## src/rtl/ipi_cmd_pkg.sv

```systemverilog
package ipi_cmd_pkg;
   localparam int TYPE_LSB = 16;
   localparam int TYPE_W   = 2;
   localparam int ID_LSB   = 8;
   localparam int ID_W     = 5;
   localparam int VEC_LSB  = 0;
   localparam int VEC_W    = 6;

   typedef enum logic [TYPE_W-1:0] {
      CMD_IRQ    = 2'd0,
      CMD_POR    = 2'd1,
      CMD_HALT   = 2'd2,
      CMD_RESUME = 2'd3
   } cmd_e;
endpackage

```

## src/rtl/ipi_cmd_decode.sv

```systemverilog
module ipi_cmd_decode
   import ipi_cmd_pkg::*;
#(
   parameter int NUM_CPU  = 8,
   parameter int DATA_W   = 32,
   parameter int POR_CODE = 1
) (
   input  logic              wr_en,
   input  logic [DATA_W-1:0] wr_data,
   output cmd_e              cmd,
   output logic [VEC_W-1:0]  vec,
   output logic [NUM_CPU-1:0] hit,
   output logic              por_ok,
   output logic              bad_reset
);
   logic [ID_W-1:0] tgt_id;
   logic            in_range;

   assign cmd    = cmd_e'(wr_data[TYPE_LSB +: TYPE_W]);
   assign tgt_id = wr_data[ID_LSB +: ID_W];
   assign vec    = wr_data[VEC_LSB +: VEC_W];

   assign in_range  = int'(tgt_id) < NUM_CPU;
   assign por_ok    = vec == VEC_W'(POR_CODE);
   assign bad_reset = wr_en && in_range && (cmd == CMD_POR) && !por_ok;

   for (genvar i = 0; i < NUM_CPU; i++) begin : g_hit
      assign hit[i] = wr_en && (tgt_id == ID_W'(i));
   end
endmodule

```

## src/rtl/ipi_cpu_slot.sv

```systemverilog
module ipi_cpu_slot
   import ipi_cmd_pkg::*;
#(
   parameter bit RUN_AT_RESET = 1'b0
) (
   input  logic clk,
   input  logic rst_n,
   input  logic hit,
   input  cmd_e cmd,
   input  logic por_ok,
   output logic post,
   output logic por,
   output logic run
);
   always_ff @(posedge clk) begin
      if (!rst_n) begin
         post <= 1'b0;
         por  <= 1'b0;
         run  <= RUN_AT_RESET;
      end else begin
         post <= hit && (cmd == CMD_IRQ);
         por  <= hit && (cmd == CMD_POR) && por_ok;
         if (hit) begin
            unique case (cmd)
               CMD_POR:    if (por_ok) run <= 1'b1;
               CMD_HALT:   run <= 1'b0;
               CMD_RESUME: run <= 1'b1;
               default:    run <= run;
            endcase
         end
      end
   end
endmodule

```

## src/rtl/ipi_err_flag.sv

```systemverilog
module ipi_err_flag (
   input  logic clk,
   input  logic rst_n,
   input  logic set,
   output logic flag
);
   always_ff @(posedge clk) begin
      if (!rst_n)   flag <= 1'b0;
      else if (set) flag <= 1'b1;
   end
endmodule

```

## src/rtl/ipi_cmd_dispatch.sv

```systemverilog
module ipi_cmd_dispatch
   import ipi_cmd_pkg::*;
#(
   parameter int NUM_CPU  = 8,
   parameter int DATA_W   = 32,
   parameter int POR_CODE = 1
) (
   input  logic               clk,
   input  logic               rst_n,
   input  logic               wr_en,
   input  logic [DATA_W-1:0]  wr_data,
   output logic [NUM_CPU-1:0] irq_post,
   output logic [VEC_W-1:0]   irq_vec,
   output logic [NUM_CPU-1:0] por_pulse,
   output logic [NUM_CPU-1:0] run_state,
   output logic               reset_err
);
   localparam int MAX_CPU = 1 << ID_W;
   localparam int MIN_W   = TYPE_LSB + TYPE_W;

   if (NUM_CPU < 1 || NUM_CPU > MAX_CPU) begin : g_bad_cpu
      $error("NUM_CPU must lie in 1..%0d", MAX_CPU);
   end
   if (DATA_W < MIN_W) begin : g_bad_w
      $error("DATA_W must be at least %0d", MIN_W);
   end
   if (POR_CODE < 0 || POR_CODE >= (1 << VEC_W)) begin : g_bad_por
      $error("POR_CODE does not fit the vector field");
   end

   cmd_e               cmd;
   logic [VEC_W-1:0]   vec;
   logic [NUM_CPU-1:0] hit;
   logic               por_ok;
   logic               bad_reset;

   ipi_cmd_decode #(
      .NUM_CPU (NUM_CPU),
      .DATA_W  (DATA_W),
      .POR_CODE(POR_CODE)
   ) u_dec (
      .wr_en    (wr_en),
      .wr_data  (wr_data),
      .cmd      (cmd),
      .vec      (vec),
      .hit      (hit),
      .por_ok   (por_ok),
      .bad_reset(bad_reset)
   );

   for (genvar i = 0; i < NUM_CPU; i++) begin : g_slot
      ipi_cpu_slot #(.RUN_AT_RESET(i == 0)) u_slot (
         .clk   (clk),
         .rst_n (rst_n),
         .hit   (hit[i]),
         .cmd   (cmd),
         .por_ok(por_ok),
         .post  (irq_post[i]),
         .por   (por_pulse[i]),
         .run   (run_state[i])
      );
   end

   always_ff @(posedge clk) begin
      if (!rst_n)
         irq_vec <= '0;
      else if ((|hit) && cmd == CMD_IRQ)
         irq_vec <= vec;
   end

   ipi_err_flag u_err (
      .clk  (clk),
      .rst_n(rst_n),
      .set  (bad_reset),
      .flag (reset_err)
   );
endmodule

```

## config.mk

```make
export PLATFORM = sky130hd
export DESIGN_NAME = ipi_cmd_dispatch
export DESIGN_NICKNAME = d
export VERILOG_FILES = /design/src/rtl/ipi_cmd_pkg.sv /design/src/rtl/ipi_cmd_decode.sv /design/src/rtl/ipi_cpu_slot.sv /design/src/rtl/ipi_err_flag.sv /design/src/rtl/ipi_cmd_dispatch.sv
export SDC_FILE = /design/constraint.sdc
export NUM_CORES = 1
export LEC_CHECK = 0
export ABC_AREA = 1
export BUFFER_PORTS_ARGS = -buffer_cell sky130_fd_sc_hd__buf_2
export CAP_MARGIN = 20
export CORE_MARGIN = 5
export CORE_UTILIZATION = 49
export CTS_CLUSTER_SIZE = 12
export DETAILED_ROUTE_END_ITERATION = 6
export PLACE_DENSITY = 0.92
export SYNTH_ARGS = -nofsm -noshare
export SYNTH_HDL_FRONTEND = slang
export SYNTH_SLANG_ARGS = --single-unit
```

## constraint.sdc

```tcl
create_clock -name clk -period 1.35 [get_ports clk]
set_input_delay 0.27 -clock clk [delete_from_list [all_inputs] [get_ports clk]]
set_output_delay 0.27 -clock clk [all_outputs]
set_load 0.01 [all_outputs]
```

Yosys cells after proc, flatten, opt, wreduce, memory -nomap -nowiden

Index checks and enable logic that the tools add are counted.

$lt $le $gt $ge: 1
Eq/ne operators: 12
Mux-type cells: 2
Reduce and logical (&&, ||, !) cells: 49

Operators by type and width:

| kind                                                        | count |
|---|---|
| logical AND 1 bit                                           | 36 |
| AND reduction 3 bit                                         | 8 |
| equality test 5 x 3 -> 1 bit (second input constant)        | 4 |
| equality test 5 x 2 -> 1 bit (second input constant)        | 2 |
| OR reduction 8 bit                                          | 1 |
| equality test 6 x 1 -> 1 bit (second input constant)        | 1 |
| equality test 5 x 1 -> 1 bit (second input constant)        | 1 |
| logical NOT 5 bit                                           | 1 |
| less-than comparator 5 x 4 -> 1 bit (second input constant) | 1 |
| equality test 2 bit (second input constant)                 | 2 |
| one-hot mux 1 bit (3 select lines)                          | 1 |
| nonzero test 3 bit                                          | 1 |
| equality test 2 x 1 -> 1 bit (second input constant)        | 1 |
| logical NOT 2 bit                                           | 1 |
| inequality test 2 x 1 -> 1 bit (second input constant)      | 1 |
| logical NOT 1 bit                                           | 1 |
| 2-to-1 mux 1 bit                                            | 1 |

Bits in registers: 31
Input port bits: 35
Output and inout port bits: 31
Word-level logic and storage cells: 90

Logic depth before layout (Yosys ltp)

Gate-level depths: netlist (run 1).

Depth after elaboration: 4
Gate-level depth with buffers: 7
Gate-level depth less buffers: 7

Modules after synthesis

A second synthesis (run 1) with hierarchy kept.

Cells, all modules: 235
Area total of the unflattened synthesis: 1511.4 µm²

By module, submodules not included:

| module                              | times used | cells each | area each (µm²) | sequential area each (µm²) |
|---|---|---|---|---|
| ipi_cpu_slot (g_slot[1].u_slot ...) | 7          | 18         | 125.1           | 60.1 |
| ipi_cmd_dispatch                    | 1          | 55         | 321.6           | 120.1 |
| ipi_cmd_decode                      | 1          | 35         | 168.9           | 0.0 |
| ipi_cpu_slot (g_slot[0].u_slot)     | 1          | 15         | 113.9           | 60.1 |
| ipi_err_flag                        | 1          | 4          | 31.3            | 20.0 |

Least setup slack after synthesis (run 1)

Ideal clock, no wire load.

Kind: input to register
Start: input wr_en
End: register irq_vec[1]
Setup time: 0.116 ns
Arrival: 0.834 ns
Required time: 1.234 ns
Setup slack: 0.400 ns
Stages: 6
Path buffers: 1
Path through: inv_1 -> nor2_4 -> nand3_2 -> buf_6 -> o21ai_1 -> a21oi_1

Cells in the longest elaborated chain, start to end: 3
Elaborated cells on any way between the ends: 10

Ends and longest elaborated chain:

| what                   | RTL line               | RTL |
|---|---|---|
| start, declared        | ipi_cmd_dispatch.sv:10 | `input logic wr_en,` |
| logical AND 1 bit      | ipi_cmd_decode.sv:28   | `assign hit[i] = wr_en && (tgt_id == ID_W'(i));` |
| OR reduction 8 bit (*) | ipi_cmd_dispatch.sv:67 | `else if ((\|hit) && cmd == CMD_IRQ)` |
| logical AND 1 bit (*)  | ipi_cmd_dispatch.sv:67 |  |
| end signal, assigned   | ipi_cmd_dispatch.sv:68 | `irq_vec <= vec;` |
| end, declared          | ipi_cmd_dispatch.sv:13 | `output logic [VEC_W-1:0] irq_vec,` |

Mark *: on every way between the ends. The rest lies on a longest branch, timed or not.
A chain may end at the register's enable or synchronous reset.

Worst setup path after layout (run 1)

Start: register irq_vec[0]
End: output irq_vec[0]

No word-level cell between the ends.

==> results of run 1 <==
## cells in the final DEF (no fill, tap or decap), types with 2 or more instances in the layout
master | netlist | final
nand2_2 | 2 | 2
nor2_4 | 4 | 4
inv_1 | 29 | 29
o21ai_0 | 8 | 8
clkbuf_4 | 0 | 5
dfxtp_1 | 31 | 31
nand4_1 | 3 | 3
nor2_2 | 3 | 3
nand2_1 | 15 | 15
nand3_1 | 9 | 9
inv_2 | 3 | 3
nand3_2 | 3 | 3
nor2_1 | 26 | 26
o21ai_1 | 4 | 4
a21oi_1 | 13 | 13
buf_2 | 0 | 46
## kinds of logic after synthesis
group / Yosys count / synth area share, %
simple gates: 66 / 23.7
buf+inv: 58 / 22.6
flops: 31 / 44.3
compound gates: 26 / 9.46
## cell type report
cell class	instances	area share (%)
inverter	32	7.72
clock buffer	5	2.41
tap	31	2.49
clock inverter	3	2.82
timing repair buffer	46	14.8
sequential	31	39.9
multi-input combinational	92	29.8
## metrics by stage
step,cells,power [mW],worst slack (ns)
6_report,240,1.78,0.241
5_1_grt,240,1.86,0.175
4_1_cts,240,1.79,0.231
3_5_place_dp,232,1.07,0.118
3_3_place_gp,232,1.07,0.169
2_1_floorplan,181,1.02,0.400
## state kept, by name (all words and copies together), names as in the netlist
name / cells
g_slot.u_slot.por: 8
g_slot.u_slot.post: 8
g_slot.u_slot.run: 8
irq_vec: 6
u_err.flag: 1
## cells in the mapped netlist, types with 3 or more instances
library cell	instances
nor2_4	4
nand2_1	15
dfxtp_1	31
nand3_1	9
a21oi_1	13
inv_1	29
nor2_2	3
nor2_1	26
buf_4	24
inv_2	3
nand3_2	3
o21ai_0	8
nand4_1	3
o21ai_1	4
## power by group through the flow
| stage | Combinational [mW] | Clock, mW | Sequential [mW] |
|---|---|---|---|
| global route | 0.146 | 0.784 | 0.926 |
| detailed placement | 0.129 | 0 | 0.946 |
| finish | 0.131 | 0.726 | 0.924 |
| floorplan | 0.0768 | 0 | 0.947 |
| CTS | 0.131 | 0.733 | 0.924 |
| global placement | 0.125 | 0 | 0.945 |
## per-layer routing
layer	global-route usage, %	vias to the layer above
met5	0	-
met4	6.75	0
met3	6.04	6
met2	22.3	45
met1	16.1	496
li1	-	588
## worst max path at each step
stage,startpoint,end,slack [ns],cells past startpoint
2_1_floorplan,wr_en,irq_vec[1]$_SDFFE_PN0P_,0.40,6
6_report,irq_vec[0]$_SDFFE_PN0P_,irq_vec[0],0.24,1
3_3_place_gp,wr_data[12],irq_vec[0]$_SDFFE_PN0P_,0.17,5
3_5_place_dp,wr_data[12],irq_vec[0]$_SDFFE_PN0P_,0.12,5
5_1_grt,g_slot[1].u_slot.run$_SDFFE_PN0P_,run_state[1],0.17,1
4_1_cts,irq_vec[0]$_SDFFE_PN0P_,irq_vec[0],0.23,1
==> impl_summary.log, run 1 <==
INFO  metric route.detailed.vias_per_inst = 4.73
INFO  metric post_cts_hold_buffer_count = 0
INFO  metric design.die.area = 4030 sq um
INFO  metric syn-mean-instance-area = 7.74 sq um
INFO  metric overall_track_demand_over_capacity_in_global_routing = 14.1%
INFO  metric synth_top_flop_cell = dfxtp_1
INFO  metric cts.sink_count = 31
INFO  metric numCtsBuffers = 5
INFO  metric design.core.area = 2760 sq um
INFO  metric grt_antenna_before_repair = 0
INFO  metric i_o_pins = 66
INFO  metric crit_fanout = 2
INFO  metric crit_path_end_kind = primary output
INFO  metric edff_count_synth = 0
INFO  metric grt_pass1_vias = 1076
INFO  metric report.final.hold_viol_count = 0
INFO  metric reg2reg_slack = 0.74 ns
INFO  metric switchingPower = 0.426 mW
INFO  metric cts-resized-gates = 0
INFO  metric drt_iter0_markers = 17
INFO  metric setup_total_negative_slack = 0 ns
INFO  metric internal_power = 1.35 mW
INFO  metric critPathMaxStageDelay = 0.36 ns
INFO  metric dr_wl_met3 = 223 microns
INFO  metric clk_pin_slew_worst_paths = 0.11 ns
INFO  metric port_buffers = 46
INFO  metric holdPathStages = 3
INFO  metric std_cell_rows = 19
INFO  metric mappedNetlistArea = 1400 sq um
INFO  metric switch_share = 23.9%
INFO  metric cts.root.buffer_cell = clkbuf_4
INFO  metric routedWlPerCell = 11.1 microns
INFO  metric grt_first_pass_wirelength = 4520 microns
INFO  metric drc = 0
INFO  metric final.fill_count = 271
INFO  metric totalWireLength = 2660 microns
INFO  metric path_category_of_the_worst_min_delay_check = in -> reg
INFO  metric clk-insertion-delay-late = 0.33 ns
INFO  metric die_h = 63.5 microns
INFO  metric maxSlewViolCount = 0
INFO  metric run_status = completed
INFO  metric synth_top_cells_by_area = dfxtp_1, buf_4, inv_1
INFO  metric rr_worst_depth = 2
INFO  metric highest_layer = met4
INFO  metric min_period_over_period = 82.2%
INFO  metric async_flop_share = 0%
INFO  metric power.density = 1140 nW/um^2
INFO  metric placed_area = 1470 sq um
INFO  metric start_kind = flip-flop
INFO  metric fin_area = 1560 sq um
INFO  metric yosys_warnings = 0
INFO  metric half_perimeter_wire_length_after_placement = 2020 microns
INFO  metric grt_start_max_net_pins = 18
INFO  metric netlist-cell-type-count = 19
INFO  metric static-leakage-power = 0.735 nW
INFO  metric area.growth.synth_to_final = 11.0%
INFO  metric timing.critical_path.max_delay_family = flip-flops
INFO  metric crit_slowest_cell = dfxtp_1
INFO  metric critical_path_buf_inv_count = 1
INFO  metric min_to = irq_vec[1]$_SDFFE_PN0P_
INFO  metric ff_latch_area = 621 sq um
INFO  metric worst-slew-pin-transition = 0.281 ns
INFO  metric timing.hold.worst.start = wr_data[1]
INFO  metric post_route_cells_drive_above_1_share = 33.0%
INFO  metric power.share.combinational = 7.3%
INFO  metric postSynthCellCount = 181
INFO  metric antenna_cells = 0
INFO  metric max_capacitance_violation_count = 0
INFO  metric ordered_cell_list_for_the_critical_path = buf_2
INFO  metric r2r_start = u_err.flag$_SDFFE_PN0P_
INFO  metric setup_viol_count_final = 0
INFO  metric finalNetCount = 243
INFO  metric buffers_inserted_by_post_cts_timing_repair = 0
INFO  metric initial_utilization = 50.8%
INFO  metric ant_nets = 0
INFO  metric period_needed = 1.11 ns
INFO  metric critical_path_arrival = 0.84 ns
INFO  metric syn_nets = 216
INFO  metric maxSlewHeadroom = 81.2%
INFO  metric clock_tree.htree_level_count = 2
INFO  metric met1_length = 1150 microns
INFO  metric timing.rr.end = u_err.flag$_SDFFE_PN0P_
INFO  metric worstSetupPathType = reg -> out
INFO  metric via_count = 1135
INFO  metric synth_seq_area_share = 44.3%
INFO  metric final.hold.worst_slack = 0.213 ns
INFO  metric fin_util = 56.4%
INFO  metric rsz0062_at_grt = no
INFO  metric globalplace.congestion = 0.915
INFO  metric yosys_register_bits = 31
INFO  metric skew = 0 ns
INFO  metric yosysTopAreaCellShare = 44.3%
INFO  metric globalRoute.totalOverflow = 0
INFO  metric wl_met2 = 1240 microns
INFO  metric dr.pass1.iters = 4
INFO  metric synth.largest_area_cell = dfxtp_1
INFO  metric cts_tree = yes
INFO  metric max_clock_freq = 901 MHz
INFO  metric clock_power_share = 40.7%
INFO  metric multi_input_area = 464 sq um
INFO  metric irDropWorstVdd = 1.33 mV
INFO  metric floorplan.die.width = 63.5 microns
INFO  metric critical_path_required = 1.08 ns
INFO  metric max-clock-path-buffers = 2
INFO  metric seqPwrFrac = 51.9%
No activity file was read; power rests on OpenSTA's default activity.
==> run 2, diff against run 1 <==
--- a/config.mk
+++ b/config.mk
@@ -9,10 +9,10 @@
 export BUFFER_PORTS_ARGS = -buffer_cell sky130_fd_sc_hd__buf_2
 export CAP_MARGIN = 20
 export CORE_MARGIN = 5
-export CORE_UTILIZATION = 49
+export CORE_UTILIZATION = 45
 export CTS_CLUSTER_SIZE = 12
 export DETAILED_ROUTE_END_ITERATION = 6
-export PLACE_DENSITY = 0.92
+export PLACE_DENSITY = 0.86
 export SYNTH_ARGS = -nofsm -noshare
 export SYNTH_HDL_FRONTEND = slang
 export SYNTH_SLANG_ARGS = --single-unit
==> constraint.sdc (replaced) <==
create_clock -name clk -period 1.1 [get_ports clk]
set_input_delay 0.22 -clock clk [delete_from_list [all_inputs] [get_ports clk]]
set_output_delay 0.22 -clock clk [all_outputs]
set_load 0.01 [all_outputs]
==> run 2 against run 1 <==
Clock skew is the same. Clock-buffer cell count up 3. Cell count rose by 9.2%. Hold slack got worse by 0.050 ns. Sequential power is 22% higher. Setup slack got worse by 0.16 ns. Largest power group unchanged.
==> impl_summary.log, run 2 (synthesis gave the netlist of run 1 again) <==
INFO  metric route.detailed.vias_per_inst = 4.33
INFO  metric globalplace.congestion = 0.860
INFO  metric cts.root.buffer_cell = clkbuf_4
INFO  metric placed_area = 1560 sq um
INFO  metric totalWireLength = 2580 microns
INFO  metric crit_path_end_kind = primary output
INFO  metric place_ws = -0.00906 ns
INFO  metric via_count = 1134
INFO  metric antenna_cells = 0
INFO  metric dr.pass1.iters = 4
INFO  metric critical_path_arrival = 0.80 ns
INFO  metric timing.rr.end = u_err.flag$_SDFFE_PN0P_
INFO  metric cts_tree = yes
INFO  metric globalRoute.totalOverflow = 0
INFO  metric path_category_of_the_worst_min_delay_check = in -> reg
INFO  metric maxSlewViolCount = 0
INFO  metric critical_path_required = 0.88 ns
INFO  metric std_cell_rows = 20
INFO  metric crit_slowest_cell = dfxtp_1
INFO  metric worst-slew-pin-transition = 0.278 ns
INFO  metric setup_viol_count_final = 0
INFO  metric r2r_start = u_err.flag$_SDFFE_PN0P_
INFO  metric fin_area = 1630 sq um
INFO  metric cts.sink_count = 31
INFO  metric ant_nets = 0
INFO  metric min_to = g_slot[0].u_slot.run$_SDFFE_PN1P_
INFO  metric die_h = 65.8 microns
INFO  metric clock_tree.htree_level_count = 2
INFO  metric setup_total_negative_slack = 0 ns
INFO  metric routedWlPerCell = 9.84 microns
INFO  metric place.detailed.instances = 254
INFO  metric static-leakage-power = 0.771 nW
INFO  metric design_power_total = 2.04 mW
INFO  metric floorplan.die.width = 65.8 microns
INFO  metric grt_pass1_vias = 1065
INFO  metric numCtsBuffers = 5
INFO  metric timing.critical_path.max_delay_family = flip-flops
INFO  metric top_regs = g_slot.u_slot.por (8), g_slot.u_slot.post (8), g_slot.u_slot.run (8)
INFO  metric min_period_over_period = 92.9%
INFO  metric reg2reg_slack = 0.51 ns
INFO  metric power.density = 1260 nW/um^2
INFO  metric period_needed = 1.02 ns
INFO  metric post_cts_hold_buffer_count = 0
INFO  metric max_capacitance_violation_count = 0
INFO  metric layout_common_cells = buf_2, dfxtp_1, inv_1, nor2_1, nand2_1
INFO  metric finalNetCount = 252
INFO  metric buffers_inserted_by_post_cts_timing_repair = 0
INFO  metric final_cell_count_no_fill = 262
INFO  metric drt_iter0_markers = 48
INFO  metric grt_antenna_before_repair = 0
INFO  metric drc = 0
INFO  metric mostFrequentLayoutCell = buf_2
INFO  metric irDropWorstVdd = 0.866 mV
INFO  metric post-route-worst-setup-slack = 0.0783 ns
INFO  metric grt_first_pass_wirelength = 4560 microns
INFO  metric holdPathStages = 2
INFO  metric timing.hold.worst.start = rst_n
INFO  metric overall_track_demand_over_capacity_in_global_routing = 14.3%
INFO  metric ordered_cell_list_for_the_critical_path = buf_2
INFO  metric initial_utilization = 46.3%
INFO  metric clk-insertion-delay-late = 0.32 ns
INFO  metric worstSetupPathType = reg -> out
INFO  metric area.growth.synth_to_final = 16.2%
INFO  metric half_perimeter_wire_length_after_placement = 2010 microns
INFO  metric fin_util = 53.8%
INFO  metric run_status = completed
INFO  metric crit_fanout = 2
INFO  metric design.core.area = 3030 sq um
INFO  metric rsz0062_at_grt = no
INFO  metric post_route_cells_drive_above_1_share = 35.8%
INFO  metric critical_path_buf_inv_count = 1
INFO  metric maxSlewHeadroom = 81.4%
INFO  metric critPathMaxStageDelay = 0.35 ns
INFO  metric final.hold.worst_slack = 0.164 ns
INFO  metric max_clock_freq = 979 MHz
INFO  metric report.final.hold_viol_count = 0
INFO  metric i_o_pins = 66
INFO  metric rr_worst_depth = 2
INFO  metric clk_pin_slew_worst_paths = 0.08 ns
INFO  metric design.die.area = 4330 sq um
INFO  metric grt_start_max_net_pins = 13
INFO  metric start_kind = flip-flop
INFO  metric skew = 0 ns
INFO  metric max-clock-path-buffers = 2
INFO  metric port_buffers = 46
==> run 2: repair_timing <==
action,CTS,global route
endpoints found under the setup margin,0,1
resized for setup,0,1
endpoints found under the hold margin,0,0
==> run 2: worst max path at each step <==
stage / from / to / slack [ns] / depth (start not counted)
2_1_floorplan: wr_en / irq_vec[1]$_SDFFE_PN0P_ / 0.20 / 6
3_3_place_gp: wr_data[2] / g_slot[0].u_slot.run$_SDFFE_PN1P_ / 0.009 / 7
3_5_place_dp: wr_data[2] / g_slot[0].u_slot.run$_SDFFE_PN1P_ / -0.009 / 7
4_1_cts: g_slot[3].u_slot.run$_SDFFE_PN0P_ / run_state[3] / 0.05 / 1
5_1_grt: irq_vec[4]$_SDFFE_PN0P_ / irq_vec[4] / 0.0003 / 1
6_report: g_slot[3].u_slot.run$_SDFFE_PN0P_ / run_state[3] / 0.08 / 1
==> run 2: routing by layer <==
metal	part of all wire (%)	vias up	wire, microns	track usage [%]
li1	-	605	-	-
met3	10	4	269	7.99
met4	1.4	0	35	8.55
met2	43	42	1110	21.0
met5	0	-	0	0
met1	45	483	1160	16.1
==> run 2: layout make-up <==
class | count | area (sq um)
clock buffer | 8 | 68.8
fill | 303 | 1400
inverter | 32 | 120
multi-input combinational | 92 | 464
sequential | 31 | 622
tap | 44 | 55.1
timing repair buffer | 55 | 298
==> run 2: report_power, final <==
part           internal [mW]  switching (mW)
clock network          0.376           0.359
registers               1.13         0.00373
logic                 0.0668           0.108
total                   1.57           0.471
